File: src/rtl/gpio_dbnc_pkg.sv
package gpio_dbnc_pkg;

  typedef enum logic [1:0] {
    MODE_BYPASS    = 2'b00,
    MODE_FILTER    = 2'b01,
    MODE_PASS_LOW  = 2'b10,
    MODE_PASS_HIGH = 2'b11
  } dbnc_mode_e;

  typedef struct packed {
    logic [3:0] cnt;
    logic [1:0] unit;
    dbnc_mode_e mode;
  } dbnc_cfg_t;

endpackage

File: src/rtl/gpio_dbnc_sync.sv
module gpio_dbnc_sync #(
  parameter int STAGES = 2
) (
  input  logic clk_i,
  input  logic rst_ni,
  input  logic d_i,
  output logic q_o
);
  logic [STAGES-1:0] stage_q;

  for (genvar g = 0; g < STAGES; g++) begin : g_stage
    if (g == 0) begin : g_first
      always_ff @(posedge clk_i or negedge rst_ni)
        if (!rst_ni) stage_q[g] <= 1'b0;
        else         stage_q[g] <= d_i;
    end else begin : g_next
      always_ff @(posedge clk_i or negedge rst_ni)
        if (!rst_ni) stage_q[g] <= 1'b0;
        else         stage_q[g] <= stage_q[g-1];
    end
  end

  assign q_o = stage_q[STAGES-1];
endmodule

File: src/rtl/gpio_dbnc_prescaler.sv
module gpio_dbnc_prescaler #(
  parameter int UNIT_LEN0 = 2,
  parameter int UNIT_LEN1 = 8,
  parameter int UNIT_LEN2 = 512,
  parameter int UNIT_LEN3 = 2048,
  localparam int PW = $clog2(UNIT_LEN3)
) (
  input  logic       clk_i,
  input  logic       rst_ni,
  input  logic       clear_i,
  input  logic       rtc_tick_i,
  input  logic [1:0] unit_sel_i,
  output logic       unit_tick_o
);
  logic [PW-1:0] tick_cnt_q;
  logic [PW-1:0] last_val;

  always_comb begin
    unique case (unit_sel_i)
      2'b00:   last_val = PW'(UNIT_LEN0 - 1);
      2'b01:   last_val = PW'(UNIT_LEN1 - 1);
      2'b10:   last_val = PW'(UNIT_LEN2 - 1);
      default: last_val = PW'(UNIT_LEN3 - 1);
    endcase
  end

  assign unit_tick_o = !clear_i && rtc_tick_i && (tick_cnt_q == last_val);

  always_ff @(posedge clk_i or negedge rst_ni) begin
    if (!rst_ni)                     tick_cnt_q <= '0;
    else if (clear_i || unit_tick_o) tick_cnt_q <= '0;
    else if (rtc_tick_i)             tick_cnt_q <= tick_cnt_q + PW'(1);
  end
endmodule

File: src/rtl/gpio_dbnc_core.sv
module gpio_dbnc_core
  import gpio_dbnc_pkg::*;
#(
  parameter int CNT_W = 4
) (
  input  logic             clk_i,
  input  logic             rst_ni,
  input  logic             init_i,
  input  logic             load_i,
  input  logic             sync_i,
  input  logic             unit_tick_i,
  input  logic [CNT_W-1:0] cnt_i,
  input  dbnc_mode_e       mode_i,
  output logic             run_o,
  output logic             level_o,
  output logic             change_o
);
  logic [CNT_W-1:0] units_q;
  logic level_q, change_q;
  logic filter_on, differs, fast_path;

  assign filter_on = (mode_i != MODE_BYPASS) && (cnt_i != '0);
  assign differs   = sync_i != level_q;
  assign fast_path = (mode_i == MODE_PASS_LOW  && !sync_i) ||
                     (mode_i == MODE_PASS_HIGH &&  sync_i);
  assign run_o     = !init_i && !load_i && filter_on && differs && !fast_path;

  always_ff @(posedge clk_i or negedge rst_ni) begin
    if (!rst_ni) begin
      level_q  <= 1'b0;
      change_q <= 1'b0;
      units_q  <= '0;
    end else if (init_i || load_i) begin
      level_q  <= sync_i;
      change_q <= 1'b0;
      units_q  <= '0;
    end else if (!filter_on || fast_path) begin
      level_q  <= sync_i;
      change_q <= differs;
      units_q  <= '0;
    end else if (!differs) begin
      change_q <= 1'b0;
      units_q  <= '0;
    end else if (unit_tick_i) begin
      if (units_q == cnt_i - CNT_W'(1)) begin
        level_q  <= sync_i;
        change_q <= 1'b1;
        units_q  <= '0;
      end else begin
        change_q <= 1'b0;
        units_q  <= units_q + CNT_W'(1);
      end
    end else begin
      change_q <= 1'b0;
    end
  end

  assign level_o  = level_q;
  assign change_o = change_q;
endmodule

File: src/rtl/gpio_dbnc_filter.sv
module gpio_dbnc_filter
  import gpio_dbnc_pkg::*;
#(
  parameter int SYNC_STAGES = 2,
  parameter int CNT_W       = 4,
  parameter int UNIT_LEN0   = 2,
  parameter int UNIT_LEN1   = 8,
  parameter int UNIT_LEN2   = 512,
  parameter int UNIT_LEN3   = 2048,
  localparam int INIT_W     = $clog2(SYNC_STAGES + 2)
) (
  input  logic             clk_i,
  input  logic             rst_ni,
  input  logic             rtc_tick_i,
  input  logic             pin_i,
  input  logic             cfg_we_i,
  input  logic [CNT_W-1:0] cfg_cnt_i,
  input  logic [1:0]       cfg_unit_i,
  input  logic [1:0]       cfg_mode_i,
  output logic             level_o,
  output logic             change_o
);
  logic             sync_s;
  logic             unit_tick;
  logic             run;
  logic             init_act;
  logic [INIT_W-1:0] init_cnt_q;
  logic [CNT_W-1:0] cnt_q;
  logic [1:0]       unit_q;
  dbnc_mode_e       mode_q;

  // output tracks the synchronizer until its stages hold real pin data
  always_ff @(posedge clk_i or negedge rst_ni)
    if (!rst_ni)       init_cnt_q <= INIT_W'(SYNC_STAGES + 1);
    else if (init_act) init_cnt_q <= init_cnt_q - INIT_W'(1);

  assign init_act = init_cnt_q != '0;

  always_ff @(posedge clk_i or negedge rst_ni) begin
    if (!rst_ni) begin
      cnt_q  <= '0;
      unit_q <= 2'b00;
      mode_q <= MODE_BYPASS;
    end else if (cfg_we_i) begin
      cnt_q  <= cfg_cnt_i;
      unit_q <= cfg_unit_i;
      mode_q <= dbnc_mode_e'(cfg_mode_i);
    end
  end

  gpio_dbnc_sync #(.STAGES(SYNC_STAGES)) u_sync (
    .clk_i (clk_i),
    .rst_ni(rst_ni),
    .d_i   (pin_i),
    .q_o   (sync_s)
  );

  gpio_dbnc_prescaler #(
    .UNIT_LEN0(UNIT_LEN0), .UNIT_LEN1(UNIT_LEN1),
    .UNIT_LEN2(UNIT_LEN2), .UNIT_LEN3(UNIT_LEN3)
  ) u_presc (
    .clk_i      (clk_i),
    .rst_ni     (rst_ni),
    .clear_i    (!run),
    .rtc_tick_i (rtc_tick_i),
    .unit_sel_i (unit_q),
    .unit_tick_o(unit_tick)
  );

  gpio_dbnc_core #(.CNT_W(CNT_W)) u_core (
    .clk_i      (clk_i),
    .rst_ni     (rst_ni),
    .init_i     (init_act),
    .load_i     (cfg_we_i),
    .sync_i     (sync_s),
    .unit_tick_i(unit_tick),
    .cnt_i      (cnt_q),
    .mode_i     (mode_q),
    .run_o      (run),
    .level_o    (level_o),
    .change_o   (change_o)
  );
endmodule

File: config.mk
export PLATFORM = sky130hd
export DESIGN_NAME = gpio_dbnc_filter
export DESIGN_NICKNAME = d
export VERILOG_FILES = /design/src/rtl/gpio_dbnc_pkg.sv /design/src/rtl/gpio_dbnc_sync.sv /design/src/rtl/gpio_dbnc_prescaler.sv /design/src/rtl/gpio_dbnc_core.sv /design/src/rtl/gpio_dbnc_filter.sv
export SDC_FILE = /design/constraint.sdc
export NUM_CORES = 1
export LEC_CHECK = 0
export CORE_UTILIZATION = 50
export CTS_CLUSTER_SIZE = 40
export DETAILED_ROUTE_END_ITERATION = 7
export PLACE_DENSITY = 0.74
export SLEW_MARGIN = 10
export SYNTH_ARGS = -nofsm -noshare
export SYNTH_HDL_FRONTEND = slang
export SYNTH_SLANG_ARGS = --single-unit
File: constraint.sdc
create_clock -name clk_i -period 2.2 [get_ports clk_i]
set_clock_uncertainty 0.1 [all_clocks]
set_input_delay 0.33 -clock clk_i [delete_from_list [all_inputs] [get_ports clk_i]]
set_output_delay 0.33 -clock clk_i [all_outputs]
set_load 0.05 [all_outputs]
# Word-level counts from Yosys, hierarchy flattened
# Index checks and enable logic that the tools add are counted.
# totals
ff_bits,29
inputBits,13
output_inout_bits,2
wordCells,68
# op_classes
addsub,4
n_eq_ne,8
muxes,18
reduce_logical,28
# op_table
op,n
$pmux 11 s3,1
$mux 11,2
$mux 4,5
$add 11x1->11 const B,1
$eq 11x11->1,1
$mux 1,10
$logic_and 1x1->1,9
$reduce_bool 3->1,3
$eq 2x2->1 const B,3
$logic_not 1->1,6
$reduce_bool 2->1,3
$add 4x1->4 const B,1
$eq 4x4->1,1
$logic_or 1x1->1,4
$ne 4x4->1 const B,1
$reduce_bool 4->1,1
$sub 4x1->4 const B,1
$reduce_and 3->1,1
$eq 2x1->1 const B,1
$logic_not 2->1,1
$sub 2x1->2 const B,1
$ne 1x1->1,1

# Depth between registers and ports, before layout
# Gate-level depths: netlist of run 1.
# logic_depth
ltp_word,12
depth_mapped,7
mapped_depth_nobuf,7

# Modules after synthesis
# Synthesis of run 1 repeated with hierarchy kept, for this count alone.
# unflattened
hier_cells,144
area_unflattened_um2,1621.6
# modules_own_cells
module,n_inst,cells_per_inst,area_each_um2,seq_area_each_um2
gpio_dbnc_prescaler,1,67,668.1,275.3
gpio_dbnc_core,1,48,474.2,150.1
gpio_dbnc_filter,1,27,429.2,252.7
gpio_dbnc_sync,1,2,50.0,50.0

# Least setup slack after synthesis of run 1
# No wires, ideal clock.
# synth_path
path_type,reg-to-reg
start,reg cnt_q[0]
end,reg u_core.level_q (netlist: u_core.level_o)
setup_time_ns,0.125
arrival_time_ns,1.864
required_time_ns,1.975
slack_ns,0.111
path_stages_with_launch,8
path_buffers,0
synth_period_minus_slack_ns,2.089
cell_sequence,dfrtp_1 > inv_1 > ha_1 > xor3_1 > nor3_1 > nand2_1 > o211ai_1 > mux2_2
# synth_between
elab_chain_cells,9
elab_cells_between_ends,17
cone_classes,1 x add/sub; 1 x eq/ne; 2 x mux; 13 x reduce/logical
# synth_rtl
item,line,source
"start, declared",gpio_dbnc_filter.sv:28,logic [CNT_W-1:0] cnt_q;
"start signal, assigned",gpio_dbnc_filter.sv:45,cnt_q <= cfg_cnt_i;
branches (longest 9 deep; another with $sub 4x1->4),--,
"end signal, assigned",gpio_dbnc_core.sv:34,level_q <= sync_i;
"end signal, assigned",gpio_dbnc_core.sv:38,level_q <= sync_i;
"end signal, assigned",gpio_dbnc_core.sv:46,level_q <= sync_i;
"end, declared",gpio_dbnc_core.sv:19,"logic level_q, change_q;"
# Several ways; the timed one is not identified.
# A chain may end at the register's enable or synchronous reset.

# Worst setup path after layout of run 1
# layout_path
start,reg u_presc.tick_cnt_q[9]
end,reg u_core.units_q[3]
# layout_between
elab_chain_cells,3
# layout_rtl
item,line,source
"start, declared",gpio_dbnc_prescaler.sv:15,logic [PW-1:0] tick_cnt_q;
"start signal, assigned",gpio_dbnc_prescaler.sv:32,else if (rtc_tick_i) tick_cnt_q <= tick_cnt_q + PW'(1);
$eq 11x11->1,gpio_dbnc_prescaler.sv:27,assign unit_tick_o = !clear_i && rtc_tick_i && (tick_cnt_q == last_val);
$logic_and 1x1->1,gpio_dbnc_prescaler.sv:27,
$ne 4x4->1 (no source line),--,
"end signal, assigned",gpio_dbnc_core.sv:51,units_q <= units_q + CNT_W'(1);
"end, declared",gpio_dbnc_core.sv:18,logic [CNT_W-1:0] units_q;
# Every way passes these cells.

==> results_dict.tcl, run 1 <==
set metrics [dict create \
    first_iter_violations 25 \
    final_util_pct 65.3 \
    slowest_stage "or4b_1" \
    wl_per_cell_um 14.6 \
    start_util_pct 53.2 \
    syn_nets 158 \
    slew_violations 0 \
    critPathKind "reg2reg" \
    finalWirelength_mm 2.98 \
    power_switching_share_pct 26.5 \
    status "complete, no violations" \
    crit_top_cell "a21oi_1" \
    cts_buffers 5 \
    boundaryPins 15 \
    cpPeakStageDelay_ps 500 \
    stdcell_count 204 \
    setup-violations-final 0 \
    root_buffer "clkbuf_4" \
    hold_class "in2async" \
    postSynthCellCount 141 \
    area_delta_synth_final_pct 22.8 \
    whs_ps 205 \
    cts.clk_slew.worst_paths_ps 90 \
    rsz0062_at_grt "true" \
    grt_max_degree 12 \
    cp_data_arrival_time_ps 2260 \
    via_per_inst 5.59 \
    gp_congestion 0.801 \
    port_buffers 14 \
    ys_top_cells_by_area "dfrtp_1 (46%), mux2_2 (5.3%), xnor2_1 (4.7%)" \
    die_x_um 56.4 \
    dpl_cell_area_mm2 0.00171 \
    powerDensity_mw_per_mm2 592 \
    grtUsageMet2_pct 32.8 \
    grt_pass1_wl_mm 5.02 \
    clockBufferDepth 2 \
    cp_cell_sequence "or3_1 > a21oi_1 > o2111ai_1 > buf_4 > or4b_1 > a21oi_1" \
    grt.overflow.total 0 \
    async_reset_ff_share_pct 100 \
    pwr-share-clk_pct 30.8 \
    crit_fanout 10 \
    clock-sinks 29 \
    synth_top_cell_by_area "dfrtp_1" \
    antenna_left 0 \
    max_slew_margin_pct 67.1 \
    grt_use_total_pct 21.3 \
    nNetsFinal 190 \
    design_area_mm2 0.00182 \
    dp_hpwl_mm 2.06 \
    finalCriticalPeriod_ps 2100 \
    p_switching_mw 0.285 \
    combPwrFrac_pct 15.5 \
    critical_path_required_ps 2360 \
    netlist_area_mm2 0.00148 \
    hold_buffers 0 \
    yosysUniqueCellTypes 33 \
    yosysSeqAreaShare_pct 49.2 \
    placed_cells 192 \
    diodes 0 \
    synth_top_area_share_pct 45.7 \
    fmax_mhz 476 \
    cp-start-kind "register" \
    setup_ws_ps 99.2 \
    yosysWarnings 0 \
    drcViolationCount 0 \
    leakagePower_nw 0.795 \
    worst_setup_path_end_kind "register" \
    ir_drop_v 0.000475 \
    hold_viol 0 \
    worst_slew_pin_slew_ps 492 \
    core-area_mm2 0.00278 \
    busiest_layer "met2" \
    avgSynthCellArea_um2 10.5 \
    cap_viol_max_count 0 \
    synth_edf_count 0 \
    grt_util_met1_pct 26.2 \
    antenna_found_initial 0 \
    die_h_um 56.4 \
    path_delay_family "simple AND/OR/NAND/NOR gates" \
    rows 19 \
    vias 1141 \
    synth_ff_type "dfrtp_1" \
    p_int_mw 0.790 \
    insertion_delay_ps 330 \
    post-route-period-util_pct 95.5 \
    htreeDepth 2 \
    place_ws_ps 40.9 \
    cts_tree "built" \
    sequentialPowerShare_pct 53.7 \
    first_global_vias 1117 \
    cp_num_buf_inv 1 \
    ys_ff_latch 29 \
    drive_gt1_share_pct 19.1 \
    dr.pass1.iters 4 \
    grtUsageMet3_pct 7.60 \
    design.die.area_mm2 0.00318 \
]
## through the flow
step / power, mW / setup TNS, ps
2_1_floorplan: 0.675 / 0
3_3_place_gp: 0.741 / 0
3_5_place_dp: 0.747 / 0
4_1_cts: 1.08 / 0
5_1_grt: 1.12 / -57.0
6_report: 1.08 / 0
## worst register-to-register path: cells and delay by family (launching register included)
kind            cells  cell delay (ps)
compound gates      3              440
buf+inv             1              200
flops               1              420
simple gates        2              880
## timing repair
| action | 4_1_cts | 5_1_grt |
|---|---|---|
| pin swaps | 0 | 1 |
| endpoints found under the setup margin | 1 | 15 |
| setup buffers | 0 | 5 |
| gates resized for setup | 1 | 2 |
## flip-flops by register name, indices dropped and copies added, names as in the netlist, 2 cells and up
signal,flops
u_core.units_q,4
mode_q,2
init_cnt_q,2
u_presc.tick_cnt_q,11
unit_q,2
cnt_q,4
## path summary, 6_finish.rpt
kind	slack, ps	cells past startpoint	from	end
hold / removal	210	1	rst_ni	u_presc.tick_cnt_q[7]
setup / recovery	100	6	u_presc.tick_cnt_q[9]	u_core.units_q[3]
setup reg to reg	100	6	u_presc.tick_cnt_q[9]	u_core.units_q[3]
min in group clk_i	250	0	u_sync.stage_q[0]	u_sync.q_o
max in group asynchronous	1200	2	rst_ni	init_cnt_q[1]
hold reg to reg	250	0	u_sync.stage_q[0]	u_sync.q_o
## cells by family (layout without fill, tap and decap cells)
| group | count (synthesis) | in the layout | share of synthesized area (%) |
|---|---|---|---|
| compound gates | 20 | 20 | 8.88 |
| fa+ha+maj | 4 | 4 | 3.38 |
| flops | 29 | 29 | 49.2 |
| mux | 8 | 8 | 6.01 |
| simple gates | 54 | 54 | 19.0 |
| xor+xnor | 17 | 17 | 11.1 |
| buf+inv | 9 | 41 | 2.45 |
## synth_stat cells, drive strengths merged, types with 3 or more instances
library cell and n:
dfrtp 27, nand2 13, nor2 13, a21oi 8, xnor2 8, xor2 8
and3 7, mux2 7, inv 6, o21ai 6, ha 4, nand3 4
nor3 3
## layout by cell type, fill, tap and decap left out, types with 2 or more instances in the layout
master	instances
inv_1	6
xor2_1	8
nor2_1	13
nor3_1	2
and3_1	7
nand2_1	13
clkbuf_4	5
or3_1	2
clkdlybuf4s50_1	14
nor2b_1	2
nand3_1	4
or3b_1	2
buf_4	14
o21ai_0	6
xnor2_1	8
dfrtp_1	27
mux2_2	7
a21oi_1	8
nand4_1	2
or4b_1	2
dfstp_2	2
ha_1	4
## metal layers
| metal | share of wire, % | vias up |
|---|---|---|
| met2 | 49 | 23 |
| met4 | 3.3 | 0 |
| met3 | 4.2 | 12 |
| met1 | 44 | 553 |
| li1 | - | 553 |
| met5 | 0 | - |
## cell type report
class                           count  area [µm²]
Tap cell                           31        38.8
Sequential cell                    29         728
Multi-Input combinational cell    103         726
Clock buffer                        7        55.1
Inverter                            6        22.5
Timing Repair Buffer               28         245
Fill cell                         213         966
## power by group through the flow
stage	Combinational, mW	Sequential, mW	Clock, mW
finish	0.167	0.577	0.332
global placement	0.156	0.586	0
detailed placement	0.160	0.587	0
global route	0.183	0.580	0.355
CTS	0.164	0.576	0.339
floorplan	0.0799	0.595	0
Power figures use the tool's default switching activity.
==> run 2: changes to the inputs <==
--- a/config.mk
+++ b/config.mk
@@ -5,6 +5,7 @@
 export SDC_FILE = /design/constraint.sdc
 export NUM_CORES = 1
 export LEC_CHECK = 0
+export CAP_MARGIN = 20
 export CORE_UTILIZATION = 50
 export CTS_CLUSTER_SIZE = 40
 export DETAILED_ROUTE_END_ITERATION = 7
==> results of run 2 <==
No change in the layout: final DEF, timing and power equal those of run 1.
